==> config.mk <==
export PLATFORM = sky130hd
export DESIGN_NAME = uart_frame_tx
export DESIGN_NICKNAME = d
export VERILOG_FILES = /design/src/rtl/utx_pkg.sv /design/src/rtl/utx_parity_gen.sv /design/src/rtl/utx_frame_fsm.sv /design/src/rtl/uart_frame_tx.sv
export SDC_FILE = /design/constraint.sdc
export NUM_CORES = 1
export LEC_CHECK = 0
export BUFFER_PORTS_ARGS = -buffer_cell sky130_fd_sc_hd__buf_2
export CELL_PAD_IN_SITES_DETAIL_PLACEMENT = 1
export CELL_PAD_IN_SITES_GLOBAL_PLACEMENT = 1
export CORE_MARGIN = 2
export CORE_UTILIZATION = 47
export DETAILED_ROUTE_END_ITERATION = 16
export PLACE_DENSITY = 0.84
export SLEW_MARGIN = 10
export SYNTH_ARGS = -nofsm -noshare
export SYNTH_HDL_FRONTEND = slang
export SYNTH_HIERARCHICAL = 1
export SYNTH_SLANG_ARGS = --single-unit
==> constraint.sdc <==
create_clock -name clk -period 5.6 [get_ports clk]
set_input_delay 0.84 -clock clk [delete_from_list [all_inputs] [get_ports clk]]
set_output_delay 0.84 -clock clk [all_outputs]
set_load 0.01 [all_outputs]
==> src/rtl/utx_pkg.sv <==
package utx_pkg;

    typedef enum logic [2:0] {
        ST_IDLE,
        ST_ARM,
        ST_START,
        ST_DATA,
        ST_PAR,
        ST_STOP
    } utx_state_e;

    typedef enum logic [1:0] {
        PAR_NONE = 2'b00,
        PAR_EVEN = 2'b01,
        PAR_ODD  = 2'b10,
        PAR_RSVD = 2'b11
    } utx_par_e;

endpackage

==> src/rtl/utx_parity_gen.sv <==
module utx_parity_gen #(
    parameter int DATA_W  = 8,
    parameter int MIN_LEN = 5,
    parameter int LEN_W   = 2
) (
    input  logic [DATA_W-1:0] data,
    input  logic [LEN_W-1:0]  len_code,
    input  logic [1:0]        mode,
    output logic              par_en,
    output logic              par_bit
);
    import utx_pkg::*;

    logic [DATA_W-1:0] mask;
    logic              ones_odd;

    // Positions below MIN_LEN always count; higher ones depend on the length code.
    for (genvar g = 0; g < DATA_W; g++) begin : g_mask
        if (g < MIN_LEN) begin : g_fixed
            assign mask[g] = 1'b1;
        end else begin : g_coded
            assign mask[g] = (32'(len_code) > (g - MIN_LEN));
        end
    end

    assign ones_odd = ^(data & mask);
    assign par_en   = (mode == PAR_EVEN) || (mode == PAR_ODD);
    assign par_bit  = (mode == PAR_ODD) ? ~ones_odd : ones_odd;

endmodule

==> src/rtl/utx_frame_fsm.sv <==
module utx_frame_fsm #(
    parameter int DATA_W  = 8,
    parameter int MIN_LEN = 5,
    parameter int LEN_W   = 2,
    parameter int CNT_W   = 3
) (
    input  logic              clk,
    input  logic              rst_n,
    input  logic              tick,
    input  logic              start,
    input  logic [DATA_W-1:0] data,
    input  logic [LEN_W-1:0]  len_code,
    input  logic              par_en,
    input  logic              par_bit,
    input  logic              two_stop,
    output logic              line,
    output logic              busy,
    output logic              done
);
    import utx_pkg::*;

    localparam logic [CNT_W-1:0] LAST_BASE = CNT_W'(MIN_LEN - 1);

    typedef struct packed {
        utx_state_e        st;
        logic [DATA_W-1:0] shreg;
        logic [CNT_W-1:0]  cnt;
        logic [CNT_W-1:0]  last;
        logic              par_en;
        logic              par_bit;
        logic              two_stop;
        logic              line;
        logic              done;
    } fsm_t;

    localparam fsm_t FSM_RST = '{ST_IDLE, '0, '0, '0, 1'b0, 1'b0, 1'b0, 1'b1, 1'b0};

    fsm_t q, d;

    always_comb begin
        d      = q;
        d.done = 1'b0;
        unique case (q.st)
            ST_IDLE: begin
                if (start) begin
                    d.shreg    = data;
                    d.last     = LAST_BASE + CNT_W'(len_code);
                    d.par_en   = par_en;
                    d.par_bit  = par_bit;
                    d.two_stop = two_stop;
                    d.st       = ST_ARM;
                end
            end
            ST_ARM: begin
                if (tick) begin
                    d.st   = ST_START;
                    d.line = 1'b0;
                end
            end
            ST_START: begin
                if (tick) begin
                    d.st    = ST_DATA;
                    d.line  = q.shreg[0];
                    d.shreg = q.shreg >> 1;
                    d.cnt   = '0;
                end
            end
            ST_DATA: begin
                if (tick) begin
                    if (q.cnt == q.last) begin
                        d.cnt = '0;
                        if (q.par_en) begin
                            d.st   = ST_PAR;
                            d.line = q.par_bit;
                        end else begin
                            d.st   = ST_STOP;
                            d.line = 1'b1;
                        end
                    end else begin
                        d.cnt   = q.cnt + 1'b1;
                        d.line  = q.shreg[0];
                        d.shreg = q.shreg >> 1;
                    end
                end
            end
            ST_PAR: begin
                if (tick) begin
                    d.st   = ST_STOP;
                    d.line = 1'b1;
                    d.cnt  = '0;
                end
            end
            ST_STOP: begin
                if (tick) begin
                    if (q.two_stop && (q.cnt == '0)) begin
                        d.cnt = CNT_W'(1);
                    end else begin
                        d.done = 1'b1;
                        if (start) begin
                            d.shreg    = data;
                            d.last     = LAST_BASE + CNT_W'(len_code);
                            d.par_en   = par_en;
                            d.par_bit  = par_bit;
                            d.two_stop = two_stop;
                            d.st       = ST_START;
                            d.line     = 1'b0;
                        end else begin
                            d.st   = ST_IDLE;
                            d.line = 1'b1;
                        end
                    end
                end
            end
            default: d = FSM_RST;
        endcase
    end

    always_ff @(posedge clk or negedge rst_n) begin
        if (!rst_n) begin
            q <= FSM_RST;
        end else begin
            q <= d;
        end
    end

    assign line = q.line;
    assign busy = (q.st != ST_IDLE);
    assign done = q.done;

endmodule

==> src/rtl/uart_frame_tx.sv <==
module uart_frame_tx #(
    parameter int DATA_W  = 8,
    parameter int MIN_LEN = 5
) (
    input  logic              clk,
    input  logic              rst_n,
    input  logic              baud_tick,
    input  logic              start,
    input  logic [DATA_W-1:0] data_in,
    input  logic [1:0]        cfg_len,
    input  logic [1:0]        cfg_parity,
    input  logic              cfg_two_stop,
    output logic              tx_line,
    output logic              busy,
    output logic              done
);
    localparam int LEN_W = 2;
    localparam int CNT_W = (DATA_W > 1) ? $clog2(DATA_W) : 1;

    logic par_en;
    logic par_bit;

    utx_parity_gen #(
        .DATA_W (DATA_W),
        .MIN_LEN(MIN_LEN),
        .LEN_W  (LEN_W)
    ) u_par (
        .data    (data_in),
        .len_code(cfg_len),
        .mode    (cfg_parity),
        .par_en  (par_en),
        .par_bit (par_bit)
    );

    utx_frame_fsm #(
        .DATA_W (DATA_W),
        .MIN_LEN(MIN_LEN),
        .LEN_W  (LEN_W),
        .CNT_W  (CNT_W)
    ) u_fsm (
        .clk     (clk),
        .rst_n   (rst_n),
        .tick    (baud_tick),
        .start   (start),
        .data    (data_in),
        .len_code(cfg_len),
        .par_en  (par_en),
        .par_bit (par_bit),
        .two_stop(cfg_two_stop),
        .line    (tx_line),
        .busy    (busy),
        .done    (done)
    );

endmodule

Yosys cells after proc, flatten, opt, wreduce, memory -nomap -nowiden --
Cells that the tools add are included.
Word-level totals: register bits after elaboration 22, bits of input ports 17, output and inout port bits 3, logic and storage cells 84
Operators by class: $add $sub $neg 2, order comparisons 3, equal/unequal tests 19, muxes and demuxes 31, bitwise logic cells 6, reduce and logical (&&, ||, !) cells 14
Operator list (number):
- 8-bit case mux with 5 select lines | 1
- 14-bit 2-to-1 mux | 2
- 8-bit 2-to-1 mux | 3
- 11-bit 2-to-1 mux | 2
- 22-bit 2-to-1 mux | 1
- 3-bit 2-to-1 mux | 6
- 2-bit != test, second input constant | 9
- 3-bit case mux with 6 select lines | 1
- 6-bit case mux with 3 select lines | 1
- 8-bit AND reduction | 2
- 3-bit case mux with 5 select lines | 1
- 1-bit 2-to-1 mux | 10
- 8-bit AND | 1
- 8-bit parity | 1
- 7-bit AND reduction | 1
- 3-bit by 2-bit == test with 1-bit output, second input constant | 2
- 3-bit == test, second input constant | 2
- 3-bit zero test | 2
- 6-bit 2-to-1 mux | 1
- 1-bit case mux with 6 select lines | 1
- 6-bit AND reduction | 1
- 1-bit inverter | 5
- 2-bit by 1-bit > comparator with 1-bit output, second input constant | 2
- 2-bit by 1-bit != test with 1-bit output, second input constant | 2
- 14 further kinds | 15

Depth between registers and ports, before layout --
Gate-level depths: netlist of the first run.
depth after elaboration 9, mapped depth 7, gate-level depth less buffers 7

Hierarchy --
The synthesis of the first run kept the hierarchy.
By module, submodules not included:
- utx_frame_fsm | times used 1, cells an instance 149, area each 1437.6 um^2, sequential area each 551.8 um^2
- utx_parity_gen | times used 1, cells an instance 13, area each 112.6 um^2, sequential area each 0.0 um^2

Worst setup path before layout of the first run --
No wires, ideal clock.
kind input to register, from input start, to register u_fsm/q[11] in the netlist's numbering, setup time 125 ps, arrival time 1933 ps, data required time 5475 ps, slack 3542 ps, cell stages on the path 4, buffers on the path 0, path through or4_1 o311ai_2 o21bai_4 mux2_4
Between the ends: longest elaborated chain between the ends 2, elaborated cells on any way between the ends 3, those cells by class 2 x eq/ne; 1 x reduce/logical
Ends and longest elaborated chain:
- from (decl) | line uart_frame_tx.sv:8 | input logic start,
- 2-bit != test (no line)
- 8-bit AND reduction (no line) (*)
- to (signal assigned) | line utx_frame_fsm.sv:120 | q <= FSM_RST;
- to (signal assigned) | line utx_frame_fsm.sv:122 | q <= d;
- to (decl) | line utx_frame_fsm.sv:38 | fsm_t q, d;
Mark *: on every way between the ends. The rest lies on a longest branch, timed or not. A chain may end at the register's enable or synchronous reset.

Worst setup path in the final report of the first run --
from register u_fsm/q[19] in the netlist's numbering, to output busy
Between the ends: longest elaborated chain between the ends 1
Ends and longest elaborated chain:
- 3-bit nonzero test | line utx_frame_fsm.sv:127 | assign busy = (q.st != ST_IDLE);
- to (decl) | line uart_frame_tx.sv:14 | output logic busy,
No other way between the ends.

==> summary.md, run 1 <==
| Metric | Value |
|---|---|
| Status | `completed` |
| Fmax | `409.0 MHz` |
| Synth warn | `6` |
| CP Cell Sequence | `nor3_1 > inv_1 > buf_2` |
| Layout Nets | `197` |
| Largest net degree at the start of global routing | `23` |
| Post-synthesis sequential area ratio | `0.3559` |
| Yosys reg bits | `22` |
| Die Y-Extent | `61.43 µm` |
| Inst Count DP | `216` |
| Post-synth cell types | `45` |
| # rows | `20` |
| Max-Cap Viols | `0` |
| Design Power | `0.0008694 W` |
| Port Buffers | `19` |
| Initial Util | `0.4996` |
| Htree depth | `1` |
| Most common cell after layout, fill and taps aside | `dfrtp_1` |
| Mapped Cells | `162` |
| Final setup viols | `0` |
| Worst-margin pin slew | `0.6759 ns` |
| Worst EP required | `4.76 ns` |
| Initial antenna violation count | `0` |
| Fill count | `367` |
| Synth Area in Adders | `0.02421` |
| Post-DP HPWL | `3029 µm` |
| Static leakage | `0.7910 nW` |
| Layout cells sized above 1 | `0.2500` |
| Post-CTS Hold Buffers | `0` |
| Post-route non-filler standard cell count | `220` |
| Global-route wire length before repair | `6651 µm` |
| Sequential Power Share | `0.346` |
| Mux share of post-synthesis cell area | `0.09120` |
| GP Congestion | `0.7894` |
| Largest family of logic cells by synthesized area | `compound AO/OA/AOI/OAI gates` |
| CP max-delay cell | `dfrtp_1` |
| Top cell type's share of synthesized area | `0.3390` |
| Unrepaired setup endpoints after global routing | `false` |
| Resized cells post-CTS | `0` |
| DRC | `0` |
| Crit end category | `output pin` |
| Total track usage | `0.2478` |
| Hold Crit Class | `in2async` |
| Total negative slack | `0 ns` |
| Post-Route WL | `4070 µm` |
| Synth area leaders | `dfrtp_1 34%, mux2_4 7.7%, xnor2_1 4.5%` |
| # diodes | `0` |
| Clock Skews | `0.001588 ns` |
| R2R cell count | `4` |
| Total internal power | `0.0004803 W` |
| Setup ws final | `3.155 ns` |
| Final min period | `2.445 ns` |
| Worst rel slew slack | `0.5494` |
| Crit path kind | `reg2out` |
| Logic pwr share | `0.549` |
| DRT iter0 DRCs | `53` |
| CTS Sinks | `22` |
| Commonest cells after routing, fill and taps aside | `21 x dfrtp_1, 19 x buf_2, 13 x o21ai_0` |
| Congestion Overflow GR | `0` |
| Ys flop type | `dfrtp_1` |
| Total number of vias | `1331` |
| Clk pwr share | `0.104` |
| Net load switching power | `0.0003890 W` |
| Vias in the first global route | `1363` |
| Clock latency on the worst-skew pair | `0.32 ns` |
| Reg clk slew, reported paths | `0.12 ns` |
| Sw Share | `0.4475` |
| TritonCTS Buffers | `3` |
| Routed Antenna Nets | `0` |
| Crit path launch type | `flop` |
| Syn avg cell area | `9.569 µm²` |
| Final Cycle Share | `0.4367` |
| Root Driver | `clkbuf_4` |
| Io pins | `20` |
| Simple-gate portion of the synthesized area | `0.1759` |
| Xor/xnor cell area share of the yosys netlist | `0.05973` |
| VDD IR max | `0.0002220 V` |
| CTS tree | `yes` |
| First-pass DRT Iterations | `4` |
| Power Density | `513.9 mW/mm²` |
| Post-synth top area cell | `dfrtp_1` |
| Final Max Slew Viols | `0` |
| Full die area | `0.003774 mm²` |
| Area Overhead vs Synth | `9.120%` |
| Core area | `0.003103 mm²` |
| Synth Net Count | `182` |
| EDFF count, synth | `0` |
| Fraction of registers with async set/reset | `1.000` |
| Die W | `61.43 µm` |
| Max FO, Critical Path | `22` |
| Post-CTS Setup Bufs | `0` |
| Worst-case clock buffer depth | `2` |
| Final hold vios | `0` |
| Synthesized area | `0.001550 mm²` |
| Compound-cell area share of the yosys netlist | `0.2397` |
| Register-to-Register Setup Slack | `3.42 ns` |
| CP Data Arrival Time | `1.61 ns` |
| Via/cell ratio | `6.050` |
| Worst setup slack after placement | `3.212 ns` |
| Max stage delay on crit path | `0.65 ns` |
| Finished Core Util | `0.5452` |
| Wirelength per Cell | `18.50 µm` |
[final cells by class]
type	instances	area, µm²	share of cell area
clock buffers	4	36.28	0.02145
flip-flops and latches	22	551.8	0.3262
well taps	44	55.05	0.03254
inverters	10	37.54	0.02219
multi-input cells	121	915.9	0.5414
repair buffers	19	95.09	0.05621
[Yosys cell counts (4+ instances only)]
cell type  count
dfrtp_1       21
o21ai_0       13
a21oi_1       11
inv_1         10
and3_1         9
nand3_1        9
mux2_4         8
xnor2_1        8
a31o_2         7
nand2_1        7
clkbuf_1       4
[layer usage]
metal,part of all wire,track usage,wire [µm]
met5,0,0,0
met4,0.026,0.1125,106
met3,0.033,0.03151,133
met2,0.48,0.4134,1947
met1,0.46,0.3219,1882
[final timing paths]
path                                                end               startpoint
min in group clk                 u_fsm/line$_DFFE_PN1P_   u_fsm/line$_DFFE_PN1P_
max in group asynchronous        u_fsm/line$_DFFE_PN1P_                    rst_n
worst max-delay path                               busy  u_fsm/q[19]$_DFFE_PN0P_
worst min-delay path             u_fsm/q[4]$_DFFE_PN0P_                    rst_n
worst min register to register   u_fsm/line$_DFFE_PN1P_   u_fsm/line$_DFFE_PN1P_
worst max register to register  u_fsm/q[19]$_DFFE_PN0P_  u_fsm/q[20]$_DFFE_PN0P_
[through the flow]
step                      hold slack [ns]  area [µm²]
after floorplan                    0.4659        1550
after global placement             0.4498        1655
after detailed placement           0.4529        1655
after CTS                          0.4719        1692
after global routing               0.4789        1692
final                              0.4686        1692
[flip-flops by register name, indices dropped and copies added (netlist names)]
| name | cells |
|---|---|
| u_fsm/q | 20 |
| u_fsm/done | 1 |
| u_fsm/line | 1 |
[cells by family after synthesis]
kind of cell,Yosys count
compound gates,52
xor+xnor,9
fa+ha+maj,3
buf+inv,19
flops,22
mux,10
simple gates,47
[worst max-delay path: cells and delay by family, from the launching register on]
family        cells  cell delay [ns]
buf+inv           2             0.23
flops             1             0.65
simple gates      1             0.41
[power groups by stage]
| stage | Combinational (W) | Clock, W | Sequential, W |
|---|---|---|---|
| floorplan | 0.000415 | 0 | 0.000249 |
| global placement | 0.000447 | 0 | 0.000294 |
| detailed placement | 0.000474 | 0 | 0.000298 |
| CTS | 0.000477 | 0.0000943 | 0.000298 |
| global route | 0.000524 | 0.000100 | 0.000310 |
| finish | 0.000477 | 0.0000908 | 0.000301 |
Note: power is estimated with default switching activity, not from simulation.
==> run 2: changes to the inputs <==
Settings changed: CORE_UTILIZATION 47 to 40, PLACE_DENSITY 0.84 to 0.76.
Clock period 5.6 ns to 2.2 ns, I/O delays scaled along.
==> summary.md, run 2 (synthesis results as in run 1) <==
| Metric | Value |
|---|---|
| Post-DP HPWL | `2910 µm (was 3029 µm)` |
| Total track usage | `0.2040 (was 0.2478)` |
| Post-route non-filler standard cell count | `230 (was 220)` |
| Status | `completed (unchanged)` |
| GP Congestion | `0.7929 (was 0.7894)` |
| Hold Crit Class | `in2async (unchanged)` |
| CTS Sinks | `22 (unchanged)` |
| Io pins | `20 (unchanged)` |
| Resized cells post-CTS | `0 (unchanged)` |
| Top reg by flops | `u_fsm/q (unchanged)` |
| Most common cell after layout, fill and taps aside | `dfrtp_1 (unchanged)` |
| Max FO, Critical Path | `4 (was 22)` |
| Power Density | `1303 mW/mm² (was 513.9 mW/mm²)` |
| Full die area | `0.004390 mm² (was 0.003774 mm²)` |
| Max stage delay on crit path | `0.53 ns (was 0.65 ns)` |
| Worst-case clock buffer depth | `2 (unchanged)` |
| Fin area | `0.001752 mm² (was 0.001692 mm²)` |
| Min Hold Slack | `0.01868 ns (was 0.4686 ns)` |
| Initial antenna violation count | `0 (unchanged)` |
| Die W | `66.26 µm (was 61.43 µm)` |
| CP Cell Sequence | `inv_1 > ha_1 > nand3b_1 > o311ai_2 > nor4_1 > mux2_2 (was nor3_1 > inv_1 > buf_2)` |
| Worst EP required | `2.35 ns (was 4.76 ns)` |
| Crit end category | `flop (was output pin)` |
| Post-Route WL | `3869 µm (was 4070 µm)` |
| Largest net degree at the start of global routing | `23 (unchanged)` |
| Post-CTS Hold Buffers | `0 (unchanged)` |
| Final hold vios | `0 (unchanged)` |
| Sequential Power Share | `0.304 (was 0.346)` |
| Root Driver | `clkbuf_8 (was clkbuf_4)` |
| Die Y-Extent | `66.26 µm (was 61.43 µm)` |
| Port Buffers | `19 (unchanged)` |
| Worst path bufs/invs | `1 (was 2)` |
| Clk pwr share | `0.116 (was 0.104)` |
| Inst Count DP | `226 (was 216)` |
| Worst-margin pin slew | `0.6243 ns (was 0.6759 ns)` |
| CP Data Arrival Time | `2.20 ns (was 1.61 ns)` |
| # rows | `22 (was 20)` |
| TritonCTS Buffers | `3 (unchanged)` |
| CP top delay family | `simple AND/OR/NAND/NOR gates (was flip-flops)` |
| Final min period | `2.044 ns` |
| Final Cycle Share | `0.9290` |
| Reg clk slew, reported paths | `0.08 ns (was 0.12 ns)` |
| Core area | `0.003689 mm² (was 0.003103 mm²)` |
| Logic pwr share | `0.580 (was 0.549)` |
| Total internal power | `0.001309 W (was 0.0004803 W)` |
| Sw Share | `0.4264 (was 0.4475)` |
| Crit path kind | `reg2reg (was reg2out)` |
| # diodes | `0 (unchanged)` |
| Layout Nets | `203 (was 197)` |
| Area Overhead vs Synth | `12.99% (was 9.120%)` |
| Vias in the first global route | `1400 (was 1363)` |
| Htree depth | `1 (unchanged)` |
| CTS tree | `yes (unchanged)` |
| Total negative slack | `0 ns (unchanged)` |
| Fill count | `438 (was 367)` |
| Crit path launch type | `flop (unchanged)` |
| Max-Cap Viols | `0 (unchanged)` |
| First-pass DRT Iterations | `4 (unchanged)` |
| Finished Core Util | `0.4749 (was 0.5452)` |
| Fmax | `489.3 MHz` |
| DRC | `0 (unchanged)` |
| Worst rel slew slack | `0.5810 (was 0.5494)` |
| Initial Util | `0.4203 (was 0.4996)` |
| Clock latency on the worst-skew pair | `0.27 ns (was 0.32 ns)` |
| Wirelength per Cell | `16.82 µm (was 18.50 µm)` |
| Layout cells sized above 1 | `0.2747 (was 0.2500)` |
| Congestion Overflow GR | `0 (unchanged)` |
| VDD IR max | `0.0004852 V (was 0.0002220 V)` |
| Net load switching power | `0.0009732 W (was 0.0003890 W)` |
| Cell Area, Placed | `0.001705 mm² (was 0.001655 mm²)` |
| Final Max Slew Viols | `0 (unchanged)` |
| Clock Skews | `0.004014 ns (was 0.001588 ns)` |
| Unrepaired setup endpoints after global routing | `false (unchanged)` |
| CP max-delay cell | `nor4_1 (was dfrtp_1)` |
| Total number of vias | `1352 (was 1331)` |
| Max reg flops | `20 (unchanged)` |
| Final setup viols | `0 (unchanged)` |
| Post-CTS Setup Bufs | `0 (unchanged)` |
| Static leakage | `0.8194 nW (was 0.7910 nW)` |
| Routed Antenna Nets | `0 (unchanged)` |
| DRT iter0 DRCs | `62 (was 53)` |
| Via/cell ratio | `5.878 (was 6.050)` |
| Global-route wire length before repair | `6727 µm (was 6651 µm)` |
| Commonest cells after routing, fill and taps aside | `20 x dfrtp_1, 19 x buf_2, 13 x o21ai_0 (was 21 x dfrtp_1, 19 x buf_2, 13 x o21ai_0)` |
==> run 2: changes by cell type in the layout (fill, tap and decap cells not counted), sizes merged <==
cell,previous run,this run
buf,19,25
==> run 2: cell type report <==
cell class              instances  area, µm²  share of cell area
clock buffers                   4      45.04             0.02571
inverters                      10      37.54             0.02143
multi-input cells             121      915.9              0.5229
flip-flops and latches         22      553.0              0.3157
well taps                      48      60.06             0.03429
repair buffers                 25      140.1             0.08000
==> run 2: final timing paths <==
path / cells past startpoint / from / slack, ns / endpoint
hold reg to reg: 2 / u_fsm/line$_DFFE_PN1P_ / 0.47 / u_fsm/line$_DFFE_PN1P_
setup / recovery: 6 / u_fsm/q[8]$_DFFE_PN0P_ / 0.16 / u_fsm/q[19]$_DFFE_PN0P_
max in group asynchronous: 1 / rst_n / 1.82 / u_fsm/q[21]$_DFFE_PN0P_
min in group clk: 3 / cfg_two_stop / 0.30 / u_fsm/q[2]$_DFFE_PN0P_
hold / removal: 1 / rst_n / 0.02 / u_fsm/q[20]$_DFFE_PN0P_
setup reg to reg: 6 / u_fsm/q[8]$_DFFE_PN0P_ / 0.16 / u_fsm/q[19]$_DFFE_PN0P_
==> run 2: metrics by stage <==
stage	total power [W]	setup slack [ns]
detailed placement	0.002028	0.1217
floorplan	0.001690	0.4252
global route	0.002453	0.09780
global placement	0.001962	0.2432
CTS	0.002297	0.1209
finish	0.002282	0.1562
==> run 2: layer usage <==
layer / wire length [µm] / GRT usage / up-vias
met4: 57 / 0.07653 / 0
met2: 1931 / 0.3500 / 22
met5: 0 / 0 / -
met3: 112 / 0.02215 / 4
met1: 1768 / 0.2623 / 685
li1: - / - / 641
==> run 2: power by group through the flow <==
stage                     sequential (W)  clock (W)  combinational, W
after floorplan                 0.000633          0           0.00106
after global placement          0.000692          0           0.00127
after detailed placement        0.000702          0           0.00133
after CTS                       0.000693   0.000273           0.00133
after global routing            0.000718   0.000280           0.00145
final                           0.000693   0.000265           0.00132
